<file path="config.mk">
export PLATFORM = sky130hd
export DESIGN_NAME = pinmux_out_top
export DESIGN_NICKNAME = d
export VERILOG_FILES = /design/src/rtl/pinmux_pkg.sv /design/src/rtl/pinmux_sel_bank.sv /design/src/rtl/pinmux_pin_mux.sv /design/src/rtl/pinmux_out_top.sv
export SDC_FILE = /design/constraint.sdc
export NUM_CORES = 1
export LEC_CHECK = 0
export BUFFER_PORTS_ARGS = -buffer_cell sky130_fd_sc_hd__buf_4
export CORE_AREA = 2 2 39 41
export CTS_CLUSTER_DIAMETER = 150
export CTS_CLUSTER_SIZE = 20
export DETAILED_ROUTE_END_ITERATION = 6
export DIE_AREA = 0 0 41 43
export MAX_ROUTING_LAYER = met4
export PLACE_DENSITY = 0.72
export RECOVER_POWER = 50
export SYNTH_ARGS = -nofsm -noshare
export SYNTH_HDL_FRONTEND = slang
export SYNTH_HIERARCHICAL = 1
export SYNTH_SLANG_ARGS = --single-unit
export TNS_END_PERCENT = 1
</file>
<file path="constraint.sdc">
create_clock -name clk -period 2.4 [get_ports clk]
set_input_delay 0.12 -clock clk [delete_from_list [all_inputs] [get_ports clk]]
set_output_delay 0.12 -clock clk [all_outputs]
set_load 0.02 [all_outputs]
</file>
<file path="src/rtl/pinmux_pkg.sv">
package pinmux_pkg;

    localparam int SLOTS = 4;
    localparam int SEL_W = 2;

    typedef logic [SEL_W-1:0] sel_t;

    typedef enum logic [1:0] {
        DIR_BUS   = 2'd0,
        DIR_OUT   = 2'd1,
        DIR_IN    = 2'd2
    } dir_kind_t;

    typedef struct packed {
        logic val;
        logic oe;
    } drive_t;

    // Classify a slot from its build-time flags.
    function automatic dir_kind_t slot_kind(input logic is_bus, input logic fixed_oe);
        if (is_bus)
            return DIR_BUS;
        else if (fixed_oe)
            return DIR_OUT;
        else
            return DIR_IN;
    endfunction

    // Resolve the pad drive from a slot's kind and the function's wires.
    function automatic drive_t resolve(input dir_kind_t kind, input logic val, input logic oe);
        drive_t d;
        d.val = val;
        case (kind)
            DIR_BUS: d.oe = oe;
            DIR_OUT: d.oe = 1'b1;
            default: d.oe = 1'b0;
        endcase
        return d;
    endfunction

endpackage

</file>
<file path="src/rtl/pinmux_sel_bank.sv">
module pinmux_sel_bank
    import pinmux_pkg::*;
#(
    parameter int NPIN  = 3,
    parameter int PIN_W = 2
) (
    input  logic                  clk,
    input  logic                  rst,
    input  logic                  wr_en,
    input  logic [PIN_W-1:0]      wr_pin,
    input  sel_t                  wr_sel,
    output logic [NPIN*SEL_W-1:0] sel_flat
);

    generate
        for (genvar p = 0; p < NPIN; p++) begin : g_reg
            sel_t sel_q;
            logic hit;

            assign hit = wr_en && (int'(wr_pin) == p);

            always_ff @(posedge clk) begin
                if (rst)
                    sel_q <= '0;
                else if (hit)
                    sel_q <= wr_sel;
            end

            assign sel_flat[p*SEL_W +: SEL_W] = sel_q;
        end
    endgenerate

endmodule

</file>
<file path="src/rtl/pinmux_pin_mux.sv">
module pinmux_pin_mux
    import pinmux_pkg::*;
#(
    parameter logic [SLOTS-1:0] SLOT_IS_BUS   = 4'b1001,
    parameter logic [SLOTS-1:0] SLOT_FIXED_OE = 4'b0010
) (
    input  sel_t             sel,
    input  logic [SLOTS-1:0] fn_out,
    input  logic [SLOTS-1:0] fn_oe,
    input  logic             pad_in,
    output logic             pad_out,
    output logic             pad_oe,
    output logic             pad_ie,
    output logic             in_level
);

    drive_t slot_drv [SLOTS];
    drive_t chosen;

    generate
        for (genvar s = 0; s < SLOTS; s++) begin : g_slot
            localparam dir_kind_t KIND = slot_kind(SLOT_IS_BUS[s], SLOT_FIXED_OE[s]);
            assign slot_drv[s] = resolve(KIND, fn_out[s], fn_oe[s]);
        end
    endgenerate

    // One select steers value and enable together.
    assign chosen   = slot_drv[sel];
    assign pad_out  = chosen.val;
    assign pad_oe   = chosen.oe;
    assign pad_ie   = ~chosen.oe;
    assign in_level = pad_in & ~chosen.oe;

endmodule

</file>
<file path="src/rtl/pinmux_out_top.sv">
module pinmux_out_top
    import pinmux_pkg::*;
#(
    parameter int                NPIN          = 3,
    parameter int                PIN_W         = (NPIN > 1) ? $clog2(NPIN) + ((NPIN & (NPIN - 1)) == 0 ? 0 : 0) : 1,
    parameter logic [SLOTS-1:0]  SLOT_IS_BUS   = 4'b1001,
    parameter logic [SLOTS-1:0]  SLOT_FIXED_OE = 4'b0010
) (
    input  logic                  clk,
    input  logic                  rst,
    input  logic                  wr_en,
    input  logic [PIN_W-1:0]      wr_pin,
    input  logic [1:0]            wr_sel,
    input  logic [NPIN*SLOTS-1:0] fn_out,
    input  logic [NPIN*SLOTS-1:0] fn_oe,
    input  logic [NPIN-1:0]       pad_in,
    output logic [NPIN-1:0]       pad_out,
    output logic [NPIN-1:0]       pad_oe,
    output logic [NPIN-1:0]       pad_ie,
    output logic [NPIN-1:0]       in_level
);

    logic [NPIN*SEL_W-1:0] sel_flat;

    pinmux_sel_bank #(
        .NPIN  (NPIN),
        .PIN_W (PIN_W)
    ) u_bank (
        .clk      (clk),
        .rst      (rst),
        .wr_en    (wr_en),
        .wr_pin   (wr_pin),
        .wr_sel   (wr_sel),
        .sel_flat (sel_flat)
    );

    generate
        for (genvar p = 0; p < NPIN; p++) begin : g_pin
            pinmux_pin_mux #(
                .SLOT_IS_BUS   (SLOT_IS_BUS),
                .SLOT_FIXED_OE (SLOT_FIXED_OE)
            ) u_mux (
                .sel      (sel_flat[p*SEL_W +: SEL_W]),
                .fn_out   (fn_out[p*SLOTS +: SLOTS]),
                .fn_oe    (fn_oe[p*SLOTS +: SLOTS]),
                .pad_in   (pad_in[p]),
                .pad_out  (pad_out[p]),
                .pad_oe   (pad_oe[p]),
                .pad_ie   (pad_ie[p]),
                .in_level (in_level[p])
            );
        end
    endgenerate

endmodule

</file>
* Yosys cells after proc, flatten, opt, wreduce, memory -nomap -nowiden
Index checks and enable logic that the tools add are counted.
** Cells by class
- Magnitude comparators :: 3
- Equal/unequal tests :: 2
- Muxes and demuxes :: 9
- Bitwise gates (word level) :: 9
- Reductions and logical operators :: 4
** Operators by type and width (number)
- binary-select mux 2 bit (select 2 bit) :: 3
- 2-to-1 mux 2 bit :: 6
- >= comparator 3 bit, second input constant :: 3
- NOT 2 -> 3 bit :: 3
- equality test 2 bit, second input constant :: 2
- AND 1 bit :: 3
- logical AND 1 bit :: 3
- NOT 1 bit :: 3
- logical NOT 2 bit :: 1
** Storage, ports and cells
- Flip-flop bits (word level) :: 6
- Input bits :: 34
- Output and inout port bits :: 12
- Logic and storage cells :: 30

* Logic depth before layout (Yosys ltp)
- Depth after elaboration :: 6
- Gate-level depth with buffers :: 2
- Gate-level depth less buffers :: 2

* Cells and area by module
The synthesis kept the hierarchy.
** Modules (own cells, without submodules)
- pinmux_sel_bank :: instances 1, cells an instance 23, area each 257.7 µm², seq. area each 120.1 µm²
- pinmux_pin_mux :: instances 3, cells an instance 7, area each 60.1 µm², seq. area each 0.0 µm²

* Least setup slack after synthesis
Ideal clock, no wire load.
- Path kind :: register to output
- Start :: register u_bank.g_reg[0].sel_q[1]
- End :: output port in_level[0]
- Arrival :: 1024 ps
- Required time :: 2280 ps
- Slack :: 1256 ps
- Cell stages (with the launch flop) :: 3
- Buffers on the path :: 0
- Cell sequence :: dfxtp_1 > nand2b_1 > a211oi_1
** Between the ends
- Longest elaborated chain between the ends :: 6
** RTL lines
- from (decl) :: RTL line pinmux_sel_bank.sv:17 : sel_t sel_q;
- from (signal assigned) :: RTL line pinmux_sel_bank.sv:26 : sel_q <= wr_sel;
- NOT 2 -> 3 bit (implied by the code) :: RTL line pinmux_pin_mux.sv:28 : assign chosen = slot_drv[sel];
- binary-select mux 2 bit (select 2 bit) :: RTL line pinmux_pin_mux.sv:28
- 2-to-1 mux 2 bit (implied by the code) (2 in a row) :: RTL line pinmux_pin_mux.sv:28
- NOT 1 bit :: RTL line pinmux_pin_mux.sv:32 : assign in_level = pad_in & ~chosen.oe;
- AND 1 bit :: RTL line pinmux_pin_mux.sv:32
- to (decl) :: RTL line pinmux_out_top.sv:20 : output logic [NPIN-1:0] in_level
Every way passes these cells. The select of a mux whose other input is x is not followed.

* Worst setup path in the final report
- Start :: register u_bank.g_reg[0].sel_q[0]
- End :: output port pad_out[0]
** Between the ends
- Longest elaborated chain between the ends :: 4
** RTL lines
- NOT 2 -> 3 bit (implied by the code) :: RTL line pinmux_pin_mux.sv:28
- binary-select mux 2 bit (select 2 bit) :: RTL line pinmux_pin_mux.sv:28
- 2-to-1 mux 2 bit (implied by the code) (2 in a row) :: RTL line pinmux_pin_mux.sv:28
- to (decl) :: RTL line pinmux_out_top.sv:17 : output logic [NPIN-1:0] pad_out,
Every way passes these cells. The select of a mux whose other input is x is not followed.

==> results by group <==
Status
  • Status: completed

Timing
  • Fmax: 683 MHz
  • Hold slack: 0.185 ns
  • Final period utilization: 61.0%
  • Relative max-transition margin: 83.1%
  • Final Hold Violating Endpoints: 0
  • Actual slew at the worst max-slew pin: 0.255 ns
  • RSZ-0062 raised after global routing: no
  • Setup violators final: 0
  • Setup TNS: 0 ns
  • Skew final: 0 ns
  • Minimum clock period: 1.46 ns
  • Slew Limit Fails: 0

Pwr
  • Power Total: 308 µW
  • Power Dens Cells: 405 nW/µm²
  • Sw Share: 27.5%
  • Combinational share of power: 35.2%
  • Clk network pwr share: 29.6%
  • Seq pwr share: 35.1%
  • Leak: 0.000370 µW
  • VDD IR max: 205 µV
  • Internal power: 224 µW
  • Sw Pwr: 84.7 µW

Route
  • DR WL/cell: 11.2 µm
  • Final WL: 1.14 mm
  • Antenna viol nets, final: 0
  • Vias: 482
  • Via density per instance: 4.73
  • DRC Markers: 0
  • Drt first pass iters: 2
  • Initial DRC count: 6

Setup path
  • Crit end category: output pin
  • RR Startpoint: u_bank/g_reg[1].sel_q[0]
  • FF-to-FF path depth: 2
  • Setup crit start kind: register
  • Arrival time worst endpoint: 1.34 ns
  • CP required: 2.28 ns
  • Register-to-Register Setup Slack: 1.72 ns
  • Capture point of the worst path: pad_out[0]
  • Crit path max fanout: 5
  • CP Class: reg2out
  • Reg2reg end: u_bank/g_reg[1].sel_q[0]
  • CP startpoint: u_bank/g_reg[0].sel_q[0]

Cells and area
  • Area Growth Syn to Fin: 74.0%
  • NumNets Final: 122
  • Max FFs per register: 6
  • Commonest non-fill, non-tap cell in the layout: buf_4
  • Non-filler instance count after layout: 102
  • Fillers: 144
  • Biggest regs: u_bank/g.sel_q (6)
  • Leading cell types in the layout, fill and taps excluded: buf_4, nand2b_1, mux2i_1, dfxtp_1
  • N_diodes: 0
  • Biggest register: u_bank/g.sel_q
  • Layout cells sized above 1: 53.5%

Clock network
  • Clock transition at path regs: 0.04 ns
  • Resized cells post-CTS: 0
  • Hold Buf Count CTS: 0
  • CTS tree: done
  • Inserted Clock Buffers: 3
  • Clock Sinks: 6
  • H-Tree Depth: 1
  • Max clock buf depth: 2
  • Clock Tree Root: clkbuf_4
  • Clock latency on the worst-skew pair: 0.24 ns
  • Post-CTS Setup Inserts: 0

Floorplanning
  • Die Width: 41 µm
  • Die area: 1760 µm²
  • Core region area: 1380 µm²
  • Row count: 14
  • Io pins: 46
  • Die height: 43 µm
  • Starting density of the core: 31.6%

Synth
  • Syn avg cell area: 9.95 µm²
  • Syn Std Cell Area: 438 µm²
  • Cells after Synth: 44
  • Ys Warns: 6
  • Net Count, Synth: 78
  • Synth Register Bits: 6
  • Seq/Total Area, Yosys: 27.4%
  • Cell variety after synth: 11

Global route
  • Largest net degree at the start of global routing: 9
  • Gr usage total: 15.4%
  • Initial antenna violation count: 0
  • Grt ovf: 0
  • First-pass GRT wire length: 1.77 mm
  • Vias in the first global route: 448

Placed design
  • RePlAce Congestion: 0.629
  • IO buf count: 39
  • Placed instance count: 99
  • DP HPWL: 977 µm

Hold path
  • Worst min-delay path class: in2reg

Job
  • Max-cap violations: 0
==> metrics by stage <==
step	setup slack (ns)	instance area (µm²)	util [%]
global route	0.870	762	55.1
detailed placement	1.19	751	54.2
global placement	1.20	751	54.2
floorplan	1.26	438	-
finish	0.936	762	55.1
CTS	0.917	773	55.9
==> cell families after synthesis <==
family	share of synthesized area [%]
and+or+nand+nor	26.3
AOI/OAI and AO/OA	14.6
buffers and inverters	2.57
muxes	29.1
DFF	27.4
==> power by group through the flow <==
stage	Clock (µW)	Combinational (µW)	Sequential [µW]
finish	91.4	109	108
global route	105	117	109
CTS	93.9	113	108
detailed placement	0	113	110
global placement	0	111	110
floorplan	0	52.3	109
==> critical path, cell delays in order, from the launching register on <==
cell     delay [ns]
dfxtp_1        0.42
mux4_2         0.52
buf_4          0.17
==> cell usage after synthesis <==
cell type | count | share of area (%)
nor2b_1 | 3 | 4.3
inv_1 | 3 | 2.6
a21oi_1 | 3 | 3.4
dfxtp_1 | 6 | 27
mux2i_1 | 6 | 14
a211oi_1 | 3 | 5.1
a21o_2 | 3 | 6.0
nor3b_2 | 1 | 2.9
mux4_2 | 3 | 15
nand3b_1 | 2 | 3.4
nand2b_1 | 11 | 16
==> layer usage <==
layer	global-route usage (%)	share of wire (%)	vias to the layer above
met1	15.2	36	210
met5	-	0	-
met2	25.0	52	26
met3	6.81	11	2
li1	-	-	244
met4	6.00	0.70	0
==> cell type report <==
cell class / count / area [µm²] / area share, %
clock buffers: 3 / 22.5 / 2.96
well taps: 16 / 20.0 / 2.63
multi-input cells: 35 / 307 / 40.2
flip-flops and latches: 6 / 120 / 15.8
repair buffers: 39 / 282 / 36.9
inverters: 3 / 11.3 / 1.48
==> worst min path at each step <==
stage                    from                       end  cells after the start
floorplan                 rst  u_bank/g_reg[0].sel_q[0]                      2
global placement    wr_pin[0]  u_bank/g_reg[0].sel_q[0]                      3
detailed placement  wr_pin[1]  u_bank/g_reg[0].sel_q[0]                      3
CTS                 wr_pin[1]  u_bank/g_reg[0].sel_q[0]                      3
global route              rst  u_bank/g_reg[1].sel_q[1]                      3
finish              wr_pin[1]  u_bank/g_reg[0].sel_q[0]                      3
Power figures use the tool's default switching activity.
